## config.mk

```make
export PLATFORM = sky130hd
export DESIGN_NAME = bp_slv_resp
export DESIGN_NICKNAME = d
export VERILOG_FILES = /design/src/rtl/bp_slv_pkg.sv /design/src/rtl/bp_slv_sync.sv /design/src/rtl/bp_slv_decode.sv /design/src/rtl/bp_slv_lanes.sv /design/src/rtl/bp_slv_regbank.sv /design/src/rtl/bp_slv_resp.sv
export SDC_FILE = /design/constraint.sdc
export NUM_CORES = 1
export LEC_CHECK = 0
export ABC_AREA = 1
export BUFFER_PORTS_ARGS = -buffer_cell sky130_fd_sc_hd__buf_2
export CAP_MARGIN = 20
export CORE_MARGIN = 2
export CORE_UTILIZATION = 60
export DETAILED_ROUTE_END_ITERATION = 16
export PLACE_DENSITY = 0.79
export SYNTH_ARGS = -nofsm -noshare
export SYNTH_HDL_FRONTEND = slang
export SYNTH_SLANG_ARGS = --single-unit
```

## constraint.sdc

```tcl
create_clock -name clk_i -period 2.3 [get_ports clk_i]
set_clock_uncertainty 0.1 [all_clocks]
set_input_delay 0.23 -clock clk_i [delete_from_list [all_inputs] [get_ports clk_i]]
set_output_delay 0.23 -clock clk_i [all_outputs]
set_load 0.02 [all_outputs]
```

## src/rtl/bp_slv_pkg.sv

```systemverilog
package bp_slv_pkg;

  typedef enum logic [1:0] {
    XW_ODD,
    XW_EVEN,
    XW_WORD,
    XW_LONG
  } xfer_w_e;

  typedef enum logic [2:0] {
    ST_IDLE,
    ST_DECODE,
    ST_WAIT_DS,
    ST_READ,
    ST_WRITE,
    ST_ACK,
    ST_REL_DATA,
    ST_SKIP
  } slv_st_e;

  // strobes and longword line are active low
  function automatic xfer_w_e width_of(logic ds0_n, logic ds1_n, logic lword_n);
    if (!ds0_n && !ds1_n) return lword_n ? XW_WORD : XW_LONG;
    else if (!ds0_n)      return XW_ODD;
    else                  return XW_EVEN;
  endfunction

endpackage

```

## src/rtl/bp_slv_sync.sv

```systemverilog
module bp_slv_sync #(
  parameter int          W       = 4,
  parameter int          STAGES  = 2,
  parameter logic [W-1:0] RST_VAL = '1
) (
  input  logic         clk_i,
  input  logic         rst_ni,
  input  logic [W-1:0] d_i,
  output logic [W-1:0] q_o
);

  logic [W-1:0] stg_q [STAGES];

  for (genvar s = 0; s < STAGES; s++) begin : g_stage
    always_ff @(posedge clk_i or negedge rst_ni) begin
      if (!rst_ni) stg_q[s] <= RST_VAL;
      else         stg_q[s] <= (s == 0) ? d_i : stg_q[(s == 0) ? 0 : s-1];
    end
  end

  assign q_o = stg_q[STAGES-1];

endmodule

```

## src/rtl/bp_slv_decode.sv

```systemverilog
module bp_slv_decode #(
  parameter int                HI_W      = 19,
  parameter logic [HI_W-1:0]   BASE_HI   = '0,
  parameter logic [63:0]       AM_ACCEPT = 64'h2200_0000_0000_0000
) (
  input  logic [HI_W-1:0] addr_hi_i,
  input  logic [5:0]      am_i,
  output logic            hit_o
);

  assign hit_o = (addr_hi_i == BASE_HI) && AM_ACCEPT[am_i];

endmodule

```

## src/rtl/bp_slv_lanes.sv

```systemverilog
module bp_slv_lanes
  import bp_slv_pkg::*;
(
  input  xfer_w_e     wid_i,
  input  logic        half_i,
  input  logic [31:0] bus_wdata_i,
  input  logic [31:0] reg_rdata_i,
  output logic [3:0]  be_o,
  output logic [31:0] wdata_al_o,
  output logic [31:0] rdata_bus_o
);

  logic [15:0] half_val;

  assign half_val = half_i ? reg_rdata_i[15:0] : reg_rdata_i[31:16];

  always_comb begin
    wdata_al_o = {2{bus_wdata_i[15:0]}};
    unique case (wid_i)
      XW_ODD: begin
        be_o        = half_i ? 4'b0001 : 4'b0100;
        rdata_bus_o = {24'h0, half_val[7:0]};
      end
      XW_EVEN: begin
        be_o        = half_i ? 4'b0010 : 4'b1000;
        rdata_bus_o = {16'h0, half_val[15:8], 8'h0};
      end
      XW_WORD: begin
        be_o        = half_i ? 4'b0011 : 4'b1100;
        rdata_bus_o = {16'h0, half_val};
      end
      default: begin
        be_o        = 4'b1111;
        wdata_al_o  = bus_wdata_i;
        rdata_bus_o = reg_rdata_i;
      end
    endcase
  end

endmodule

```

## src/rtl/bp_slv_regbank.sv

```systemverilog
module bp_slv_regbank #(
  parameter int NUM_REGS = 8,
  parameter int IDX_W    = $clog2(NUM_REGS)
) (
  input  logic             clk_i,
  input  logic             rst_ni,
  input  logic             we_i,
  input  logic [IDX_W-1:0] idx_i,
  input  logic [3:0]       be_i,
  input  logic [31:0]      wdata_i,
  output logic [31:0]      rdata_o
);

  logic [31:0] mem_q [NUM_REGS];

  always_ff @(posedge clk_i or negedge rst_ni) begin
    if (!rst_ni) begin
      for (int r = 0; r < NUM_REGS; r++) mem_q[r] <= '0;
    end else if (we_i) begin
      for (int b = 0; b < 4; b++)
        if (be_i[b]) mem_q[idx_i][8*b +: 8] <= wdata_i[8*b +: 8];
    end
  end

  assign rdata_o = mem_q[idx_i];

endmodule

```

## src/rtl/bp_slv_resp.sv

```systemverilog
module bp_slv_resp
  import bp_slv_pkg::*;
#(
  parameter int                ADDR_W    = 24,
  parameter int                NUM_REGS  = 8,
  parameter logic [ADDR_W-1:0] BASE_ADDR = 24'h00A0C0,
  parameter logic [63:0]       AM_ACCEPT = (64'd1 << 6'h39) | (64'd1 << 6'h3D),
  parameter int                SYNC_STG  = 2
) (
  input  logic              clk_i,
  input  logic              rst_ni,
  input  logic              as_ni,
  input  logic              ds0_ni,
  input  logic              ds1_ni,
  input  logic              write_ni,
  input  logic              lword_ni,
  input  logic [ADDR_W-1:1] addr_i,
  input  logic [5:0]        am_i,
  input  logic [31:0]       data_i,
  output logic [31:0]       data_o,
  output logic              data_oe_o,
  output logic              ack_no_o,
  output logic              ack_oe_o
);

  localparam int IDX_W = (NUM_REGS > 1) ? $clog2(NUM_REGS) : 1;
  localparam int OFF_W = IDX_W + 2;
  localparam int HI_W  = ADDR_W - OFF_W;

  logic as_s, ds0_s, ds1_s, wr_s;
  logic hit;
  logic ds_any_low, strobes_high;

  slv_st_e          st_q;
  logic [IDX_W-1:0] idx_q;
  logic             half_q, lword_q, rd_q;
  xfer_w_e          wid_q, wid_now, lane_wid;
  logic [31:0]      data_q;
  logic [3:0]       be;
  logic [31:0]      wdata_al, rdata_bus, reg_rdata;
  logic             reg_we;

  bp_slv_sync #(.W(4), .STAGES(SYNC_STG), .RST_VAL(4'b1111)) u_sync (
    .clk_i  (clk_i),
    .rst_ni (rst_ni),
    .d_i    ({as_ni, ds1_ni, ds0_ni, write_ni}),
    .q_o    ({as_s, ds1_s, ds0_s, wr_s})
  );

  bp_slv_decode #(
    .HI_W      (HI_W),
    .BASE_HI   (BASE_ADDR[ADDR_W-1:OFF_W]),
    .AM_ACCEPT (AM_ACCEPT)
  ) u_decode (
    .addr_hi_i (addr_i[ADDR_W-1:OFF_W]),
    .am_i      (am_i),
    .hit_o     (hit)
  );

  assign ds_any_low   = !ds0_s || !ds1_s;
  assign strobes_high = as_s && ds0_s && ds1_s;
  assign wid_now      = width_of(ds0_s, ds1_s, lword_q);
  assign lane_wid     = (st_q == ST_WAIT_DS) ? wid_now : wid_q;

  bp_slv_lanes u_lanes (
    .wid_i       (lane_wid),
    .half_i      (half_q),
    .bus_wdata_i (data_i),
    .reg_rdata_i (reg_rdata),
    .be_o        (be),
    .wdata_al_o  (wdata_al),
    .rdata_bus_o (rdata_bus)
  );

  assign reg_we = (st_q == ST_WRITE);

  bp_slv_regbank #(.NUM_REGS(NUM_REGS), .IDX_W(IDX_W)) u_regs (
    .clk_i   (clk_i),
    .rst_ni  (rst_ni),
    .we_i    (reg_we),
    .idx_i   (idx_q),
    .be_i    (be),
    .wdata_i (wdata_al),
    .rdata_o (reg_rdata)
  );

  always_ff @(posedge clk_i or negedge rst_ni) begin
    if (!rst_ni) begin
      st_q    <= ST_IDLE;
      idx_q   <= '0;
      half_q  <= 1'b0;
      lword_q <= 1'b1;
      rd_q    <= 1'b0;
      wid_q   <= XW_LONG;
      data_q  <= '0;
    end else begin
      unique case (st_q)
        ST_IDLE:    if (!as_s) st_q <= ST_DECODE;
        ST_DECODE: begin
          idx_q   <= addr_i[OFF_W-1:2];
          half_q  <= addr_i[1];
          lword_q <= lword_ni;
          st_q    <= hit ? ST_WAIT_DS : ST_SKIP;
        end
        ST_WAIT_DS: begin
          if (as_s) st_q <= ST_IDLE;
          else if (ds_any_low) begin
            wid_q <= wid_now;
            rd_q  <= wr_s;
            if (wr_s) begin
              data_q <= rdata_bus;
              st_q   <= ST_READ;
            end else begin
              st_q   <= ST_WRITE;
            end
          end
        end
        ST_READ:     st_q <= ST_ACK;
        ST_WRITE:    st_q <= ST_ACK;
        ST_ACK:      if (strobes_high) st_q <= ST_REL_DATA;
        ST_REL_DATA: st_q <= ST_IDLE;
        ST_SKIP:     if (as_s) st_q <= ST_IDLE;
        default:     st_q <= ST_IDLE;
      endcase
    end
  end

  assign data_oe_o = rd_q && ((st_q == ST_READ) || (st_q == ST_ACK));
  assign data_o    = data_oe_o ? data_q : '0;
  assign ack_oe_o  = (st_q == ST_ACK) || (st_q == ST_REL_DATA);
  assign ack_no_o  = !ack_oe_o;

  AST_ACK_AFTER_DATA: assert property (@(posedge clk_i) disable iff (!rst_ni)
    $rose(ack_oe_o) && rd_q |-> $past(data_oe_o));
  AST_ACK_AFTER_STORE: assert property (@(posedge clk_i) disable iff (!rst_ni)
    $rose(ack_oe_o) && !rd_q |-> $past(reg_we));
  AST_ACK_HELD: assert property (@(posedge clk_i) disable iff (!rst_ni)
    ack_oe_o && ds_any_low |=> ack_oe_o);
  AST_DATA_HELD: assert property (@(posedge clk_i) disable iff (!rst_ni)
    data_oe_o && $past(data_oe_o) |-> $stable(data_o));
  AST_RELEASE_ORDER: assert property (@(posedge clk_i) disable iff (!rst_ni)
    $fell(ack_oe_o) |-> !$past(data_oe_o));
  AST_NO_EARLY_START: assert property (@(posedge clk_i) disable iff (!rst_ni)
    ack_oe_o |=> st_q != ST_DECODE);

endmodule

```

==> summary.md, run 1 <==
| Metric | Value |
|---|---|
| Status | complete, no violations |
| M1 GR Usage | 0.447 |
| Final hold violations | 0 |
| Vias per cell | around 5.6 |
| Clock sinks | 307 |
| Reg2Reg Setup Slack | 60 ps |
| Hold Path Class | input pin to register |
| M2 GR Usage | 0.527 |
| Relative slew slack | 0.466 |
| Fin Hold WS | 20.1 ps |
| Clock root buffer | clkbuf_16 |
| DR WL/cell | 16.8 um |
| Setup TNS | 0 ps |
| PortBufs | 101 |
| Setup violators final | 0 |
| Hold Crit Depth | 3 |
| RSZ-0062 raised after global routing | yes |
| Final period util | 0.975 |
| Post-route ant nets | 0 |
| DIE AREA | 26,800 um^2 |
| Flop pwr share | 0.348 |
| Dpl cell area | between 15,000 and 20,000 um^2 |
| Leakage power | around 9 nW |
| R2R Path End | u_regs.mem_q[229] |
| First-pass GRT wire length | 69.2 mm |
| Sequential share of the synthesized area | 0.503 |
| Row Count | 58 |
| Final nets | 2,255 |
| Vias in the first global route | 13.5k |
| Placed insts | 2,470 |
| DRT iter0 DRCs | 1,548 |
| Cells on worst reg2reg path | 8 |
| CP endpoint kind | output pin |
| Die height | 164 um |
| Synthesized cell area | about 15,000 um^2 |
| Drt pass-1 iters | 8 |
| Netlist cell types | 31 |
| Met3 Use GR | 0.0505 |
| Pwr dens | about 1400 nW/um^2 |
| Io pins | between 100 and 150 |
| Clock H-tree levels | 2 |
| Final instance area | 17,700 um^2 |
| Total vias in the final route | 14.2k |
| Tmin final | 2240 ps |
| RD Place Congestion | 0.893 |
| Clock power frac | 0.208 |
| Busiest grt layer | met2 |
| Core Area | 25,100 um^2 |
| Critical Path RT | 1970 ps |
| Syn Inst Count | 2,083 |
| Yosys warning count | 0 |
| Syn Nets | 2,151 |
| Combinational power share | 0.444 |
| Critical path peak fanout | 16 |
| Setup CP Type | register to output pin |
| Pint | 0.0142 W |
| Tot Pwr | 0.0252 W |
| Initial antenna violation count | 0 |
| P&R area growth vs syn | 15.7% |
| Worst Setup Start Kind | register |
| Max clock buf depth | 3 |
| Max IR drop VDD | 0.727 mV |
| # DRC | 0 |
| Filler cell count | 2,003 |
| Max Cap Violations | 0 |
| Gr ovfl total | 0 |
| Reg2reg start | u_sync.q_o[1] |
| Initial Util | 0.610 |
| Share of layout cells above drive strength 1 | 0.140 |
| Non-filler cells, final | approximately 2.5k |
| DIE WIDTH | 164 um |
| Final Max Tran Viols | 0 |
| WL final | 42.8 mm |
| P_sw | 0.0111 W |
| Avg Cell Area, Syn | approximately 7.3 um^2 |
| Worst-Skew Late Latency | 510 ps |
| Fmax | 446 MHz |
| HPWL Detailed | 28.4 mm |
| CTS tree | built |
| Min-delay src | data_i[4] |
| Sw Share | 0.438 |
| CTS Buf Count | 34 |
| WHS Endpoint | u_regs.mem_q[196] |
| Largest net degree at the start of global routing | 88 |
| Worst-Margin Slew | 801 ps |
| Critical Path AT | 1910 ps |
| GRT Resource Usage Total | 0.326 |
| Reg clk slew, reported paths | 60 ps |
| FF+latch count, synth | 307 |
| Ant. Diodes | 0 |
stage by stage:
| step | utilization | worst slack (ps) |
|---|---|---|
| floorplan | - | 363 |
| global placement | 0.652 | 87.0 |
| detailed placement | 0.652 | 10.4 |
| CTS | 0.699 | 23.5 |
| global route | 0.705 | -121 |
| finish | 0.705 | 56.7 |
cell type report:
cell class              count  area (um^2)  share of cell area
well taps                 330          413              0.0233
repair buffers            174         1240              0.0703
flip-flops and latches    307         7700               0.435
multi-input cells        1551         6830               0.386
clock inverters             7         41.3             0.00233
inverters                 119          453              0.0256
clock buffers              53         1020              0.0578
worst max-delay path, cell delays in order, from the launching register on:
cell and delay [ps]:
dfrtp_1 410, buf_4 170, nor2_1 100, inv_1 60, nand2_1 90, nand2_2 90
buf_6 160, nor2_1 160, buf_4 190
power by group through the flow:
stage          logic [W]  registers [W]  clock network [W]
6_report          0.0112        0.00877            0.00524
5_1_grt           0.0125        0.00899            0.00551
4_1_cts           0.0109        0.00872            0.00527
3_5_place_dp      0.0108        0.00879                  0
3_3_place_gp      0.0105        0.00868                  0
2_1_floorplan    0.00746        0.00846                  0
kinds of logic (layout without fill, tap and decap cells):
logic type | count (synthesis) | count (layout) | share of synthesized area
and+or+nand+nor | 1243 | 1243 | 0.331
AOI/OAI and AO/OA | 307 | 307 | 0.106
DFF | 307 | 307 | 0.503
buffers and inverters | 225 | 353 | 0.0597
muxes | 1 | 1 | 0.000735
cell usage after synthesis (all sizes together):
library cell,number,area [um^2]
a21boi,1,18.8
a21oi,32,168
buf,47,244
clkbuf,59,221
clkinv,1,3.75
dfrtp,296,7410
dfstp,11,289
inv,118,445
mux2,1,11.3
nand2,1028,3880
nand3,142,858
nand4,6,37.5
nor2,65,267
nor3,2,15.0
o21ai,271,1420
o221ai,2,17.5
o22ai,1,6.26
worst max-delay path by stage:
stage / start / endpoint / slack (ps) / cells past startpoint
5_1_grt: u_sync.q_o[1] / u_regs.mem_q[165] / -120 / 8
2_1_floorplan: st_q[2] / u_regs.mem_q[110] / 360 / 11
4_1_cts: u_sync.q_o[1] / u_regs.mem_q[127] / 20 / 9
6_report: st_q[2] / data_o[3] / 60 / 8
3_3_place_gp: st_q[0] / data_q[30] / 90 / 10
3_5_place_dp: st_q[0] / data_q[27] / 10 / 10
timing repair:
item                                    in CTS  in global routing
endpoints found under the setup margin       1                234
setup buffers                                0                  1
resized for setup                            1                 40
hold buffers                                10                  0
endpoints found under the hold margin       66                  0
registers in the layout (all words and copies together), names as in the netlist:
register / cells
u_regs.mem_q: 256
data_q: 32
u_sync.q_o: 4
u_sync.stg_q: 4
idx_q: 3
st_q: 3
wid_q: 2
half_q: 1
lword_q: 1
rd_q: 1
routing by layer:
layer / share of wire / vias to the layer above
met2: 0.47 / 597
met5: 0 / -
met3: 0.075 / 122
met4: 0.036 / 0
met1: 0.41 / 6702
li1: - / 6766
layout by cell type, fill, tap and decap left out, types with 2 or more instances in the layout:
cell type and instances:
a21oi_1 30, nor2_2 10, nand3_2 16, nand2_1 1014, inv_2 4, buf_6 3, clkbuf_1 10, nand2_4 2
dfrtp_2 2, buf_2 92, buf_4 58, clkbuf_16 35, dfstp_2 11, o21ai_0 238, clkinv_2 5, nor2_1 51
nand3_1 115, o21ai_1 17, dfrtp_1 293, buf_12 10, nor2_4 4, nand3_4 11, clkinvlp_4 2, nand2_2 12
clkbuf_8 8, nand4_1 6, o221ai_1 2, o21ai_2 16, dlygate4sd3_1 10, inv_1 112
Note: power is estimated with default switching activity, not from simulation.
==> run 2, diff against run 1 <==
==> constraint.sdc (replaced) <==
create_clock -name clk_i -period 2.8 [get_ports clk_i]
set_clock_uncertainty 0.1 [all_clocks]
set_input_delay 0.14 -clock clk_i [delete_from_list [all_inputs] [get_ports clk_i]]
set_output_delay 0.14 -clock clk_i [all_outputs]
set_load 0.02 [all_outputs]
==> run 2 against run 1 <==
  * Flip-flop and latch count unchanged
  * Non-clock buffer count shrank 6
  * Register-to-register slack improved by 150 ps
  * Worst hold slack better by 19 ps
  * Combinational power fell by 22%
  * Sequential power decreased by 17%
  * Critical path depth decreased by 2
  * First-iteration DRC count increased by 1.0%
  * Largest cell class unchanged
==> summary.md, run 2 (synthesis results as in run 1) <==
| Metric | Value |
|---|---|
| Status | complete, no violations |
| Largest regs | u_regs.mem_q: 256 flops, data_q: 32 flops |
| Commonest non-fill, non-tap cell in the layout | nand2_1 |
| Clock root buffer | clkbuf_16 |
| DIE AREA | between 20,000 and 30,000 um^2 |
| Die height | between 150 and 200 um |
| Hold Path Class | input pin to register |
| Worst Setup Start Kind | register |
| Cells on worst reg2reg path | 6 |
| WL final | roughly 43 mm |
| Combinational power share | 0.425 |
| Final nets | 2,250 |
| DRT iter0 DRCs | 1,564 |
| Max clock buf depth | 3 |
| Max incr delay on CP | 690 ps |
| Total vias in the final route | between 10k and 15k |
| Largest net degree at the start of global routing | 97 |
| Max IR drop VDD | 0.880 mV |
| Critical path peak fanout | 67 |
| Io pins | 103 |
| Drt pass-1 iters | 8 |
| Biggest register | u_regs.mem_q |
| Pwr dens | 1170 nW/um^2 |
| Critical Path RT | slightly above 3000 ps |
| Critical Path AT | 2860 ps |
| Leakage power | 9.10 nW |
| Setup WS pre-CTS | 316 ps |
| Busiest grt layer | met2 |
| Initial Util | 0.610 |
| Clock power frac | 0.221 |
| Multi-input gate area | 6710 um^2 |
| Final Worst Setup Slack | 208 ps |
| CTS resizes | 0 |
| Cell family with most CP delay | buffers and inverters |
| Number of flip-flops in the largest register | 256 |
| P&R area growth vs syn | 14.8% |
| Gr ovfl total | 0 |
| Met3 Use GR | 0.0460 |
| Buffers plus inverters on the worst setup path | 2 |
| RSZ-0062 raised after global routing | no |
| Post-route ant nets | 0 |
| Max Cap Violations | 0 |
| Setup violators final | 0 |
| Clock sinks | 307 |
| Relative slew slack | 0.392 |
| Fin Hold WS | 39.3 ps |
| Commonest non-fill, non-tap cells in the layout | nand2_1, dfrtp_1, o21ai_0 |
| Fmax | around 390 MHz |
| Reg2Reg Setup Slack | 210 ps |
| CTS tree | built |
| Pint | 0.0116 W |
| Clock H-tree levels | 2 |
| Tmin final | 2590 ps |
| Register area | between 7000 and 8000 um^2 |
| Final hold violations | 0 |
| DR WL/cell | 16.8 um |
| # DRC | 0 |
| Setup CP Type | register to register |
| Row Count | 58 |
| Share of layout cells above drive strength 1 | 0.122 |
| P_sw | about 0.0089 W |
| First-pass GRT wire length | 68.7 mm |
| Final period util | 0.926 |
| Vias per cell | 5.56 |
| M2 GR Usage | 0.527 |
| GRT Resource Usage Total | 0.323 |
| CP Cell Sequence | buf_4, nand3_1, inv_1, nand3_2, nand2_1, o21ai_0 |
| # hold bufs at CTS | 26 |
| Initial antenna violation count | 0 |
| Worst path slowest cell | buf_4 |
| Filler cell count | approximately 2.0k |
| Ant. Diodes | 0 |
| Core Area | 25,100 um^2 |
| RD Place Congestion | 0.862 |
| Sw Share | 0.434 |
| Worst-Skew Late Latency | 520 ps |
| CP Depth | 6 |
| M1 GR Usage | 0.442 |
| DIE WIDTH | between 150 and 200 um |
| Final Max Tran Viols | 0 |
| CP endpoint kind | register |
| CTS Buf Count | 35 |
| HPWL Detailed | ~27 mm |
| Worst-Margin Slew | ~910 ps |
| Flop pwr share | 0.354 |
| Fin util | 0.700 |
| Setup TNS | 0 ps |
| Post-CTS setup buffers | 0 |
| Hold Crit Depth | 9 |
| PortBufs | 101 |
| Vias in the first global route | ~13k |
| Reg clk slew, reported paths | 60 ps |
## run 2: changes by cell type in the layout (fill, tap and decap cells not counted), sizes merged
cell	change
buf	-22
bufinv	+1
clkbuf	+1
clkinv	+1
clkinvlp	-2
dlygate4sd3	+16
inv	+2
## run 2: per-layer routing
layer,part of all wire,vias to the layer above
met5,0,-
met4,0.031,0
met3,0.072,91
met2,0.48,555
met1,0.42,6686
li1,-,6770
## run 2: tightest hold or removal path: cells and delay by family
family | cells | cell delay, ps
and+or+nand+nor | 8 | 400
buffers and inverters | 1 | 70
## run 2: cell type report
| cell class | count | share of cell area |
|---|---|---|
| clock buffer | 54 | 0.0602 |
| inverter | 119 | 0.0256 |
| clock inverter | 9 | 0.00527 |
| multi-input combinational | 1551 | 0.382 |
| timing repair buffer | 168 | 0.0652 |
| sequential | 307 | 0.438 |
| tap | 330 | 0.0235 |
## run 2: worst paths after layout
| kind | start | end |
|---|---|---|
| max | idx_q[1] | u_regs.mem_q[9] |
| min | addr_i[18] | st_q[2] |
| max reg2reg | idx_q[1] | u_regs.mem_q[9] |
| min reg2reg | u_sync.stg_q[5] | u_sync.q_o[1] |
| max in group asynchronous | rst_ni | u_regs.mem_q[134] |
| min in group asynchronous | rst_ni | rd_q |
## run 2: stage by stage
step	power, W	area [um^2]	std cells
floorplan	0.0131	15300	2083
finish	0.0205	17600	2538
CTS	0.0204	17600	2538
global placement	0.0154	16200	2449
detailed placement	0.0157	16200	2449
global route	0.0219	17600	2538
## run 2: power groups by stage
stage | Sequential, W | Clock, W | Combinational (W)
after floorplan | 0.00695 | 0 | 0.00613
after CTS | 0.00721 | 0.00456 | 0.00860
after global placement | 0.00719 | 0 | 0.00826
after global routing | 0.00743 | 0.00474 | 0.00977
final | 0.00725 | 0.00453 | 0.00870
after detailed placement | 0.00726 | 0 | 0.00847
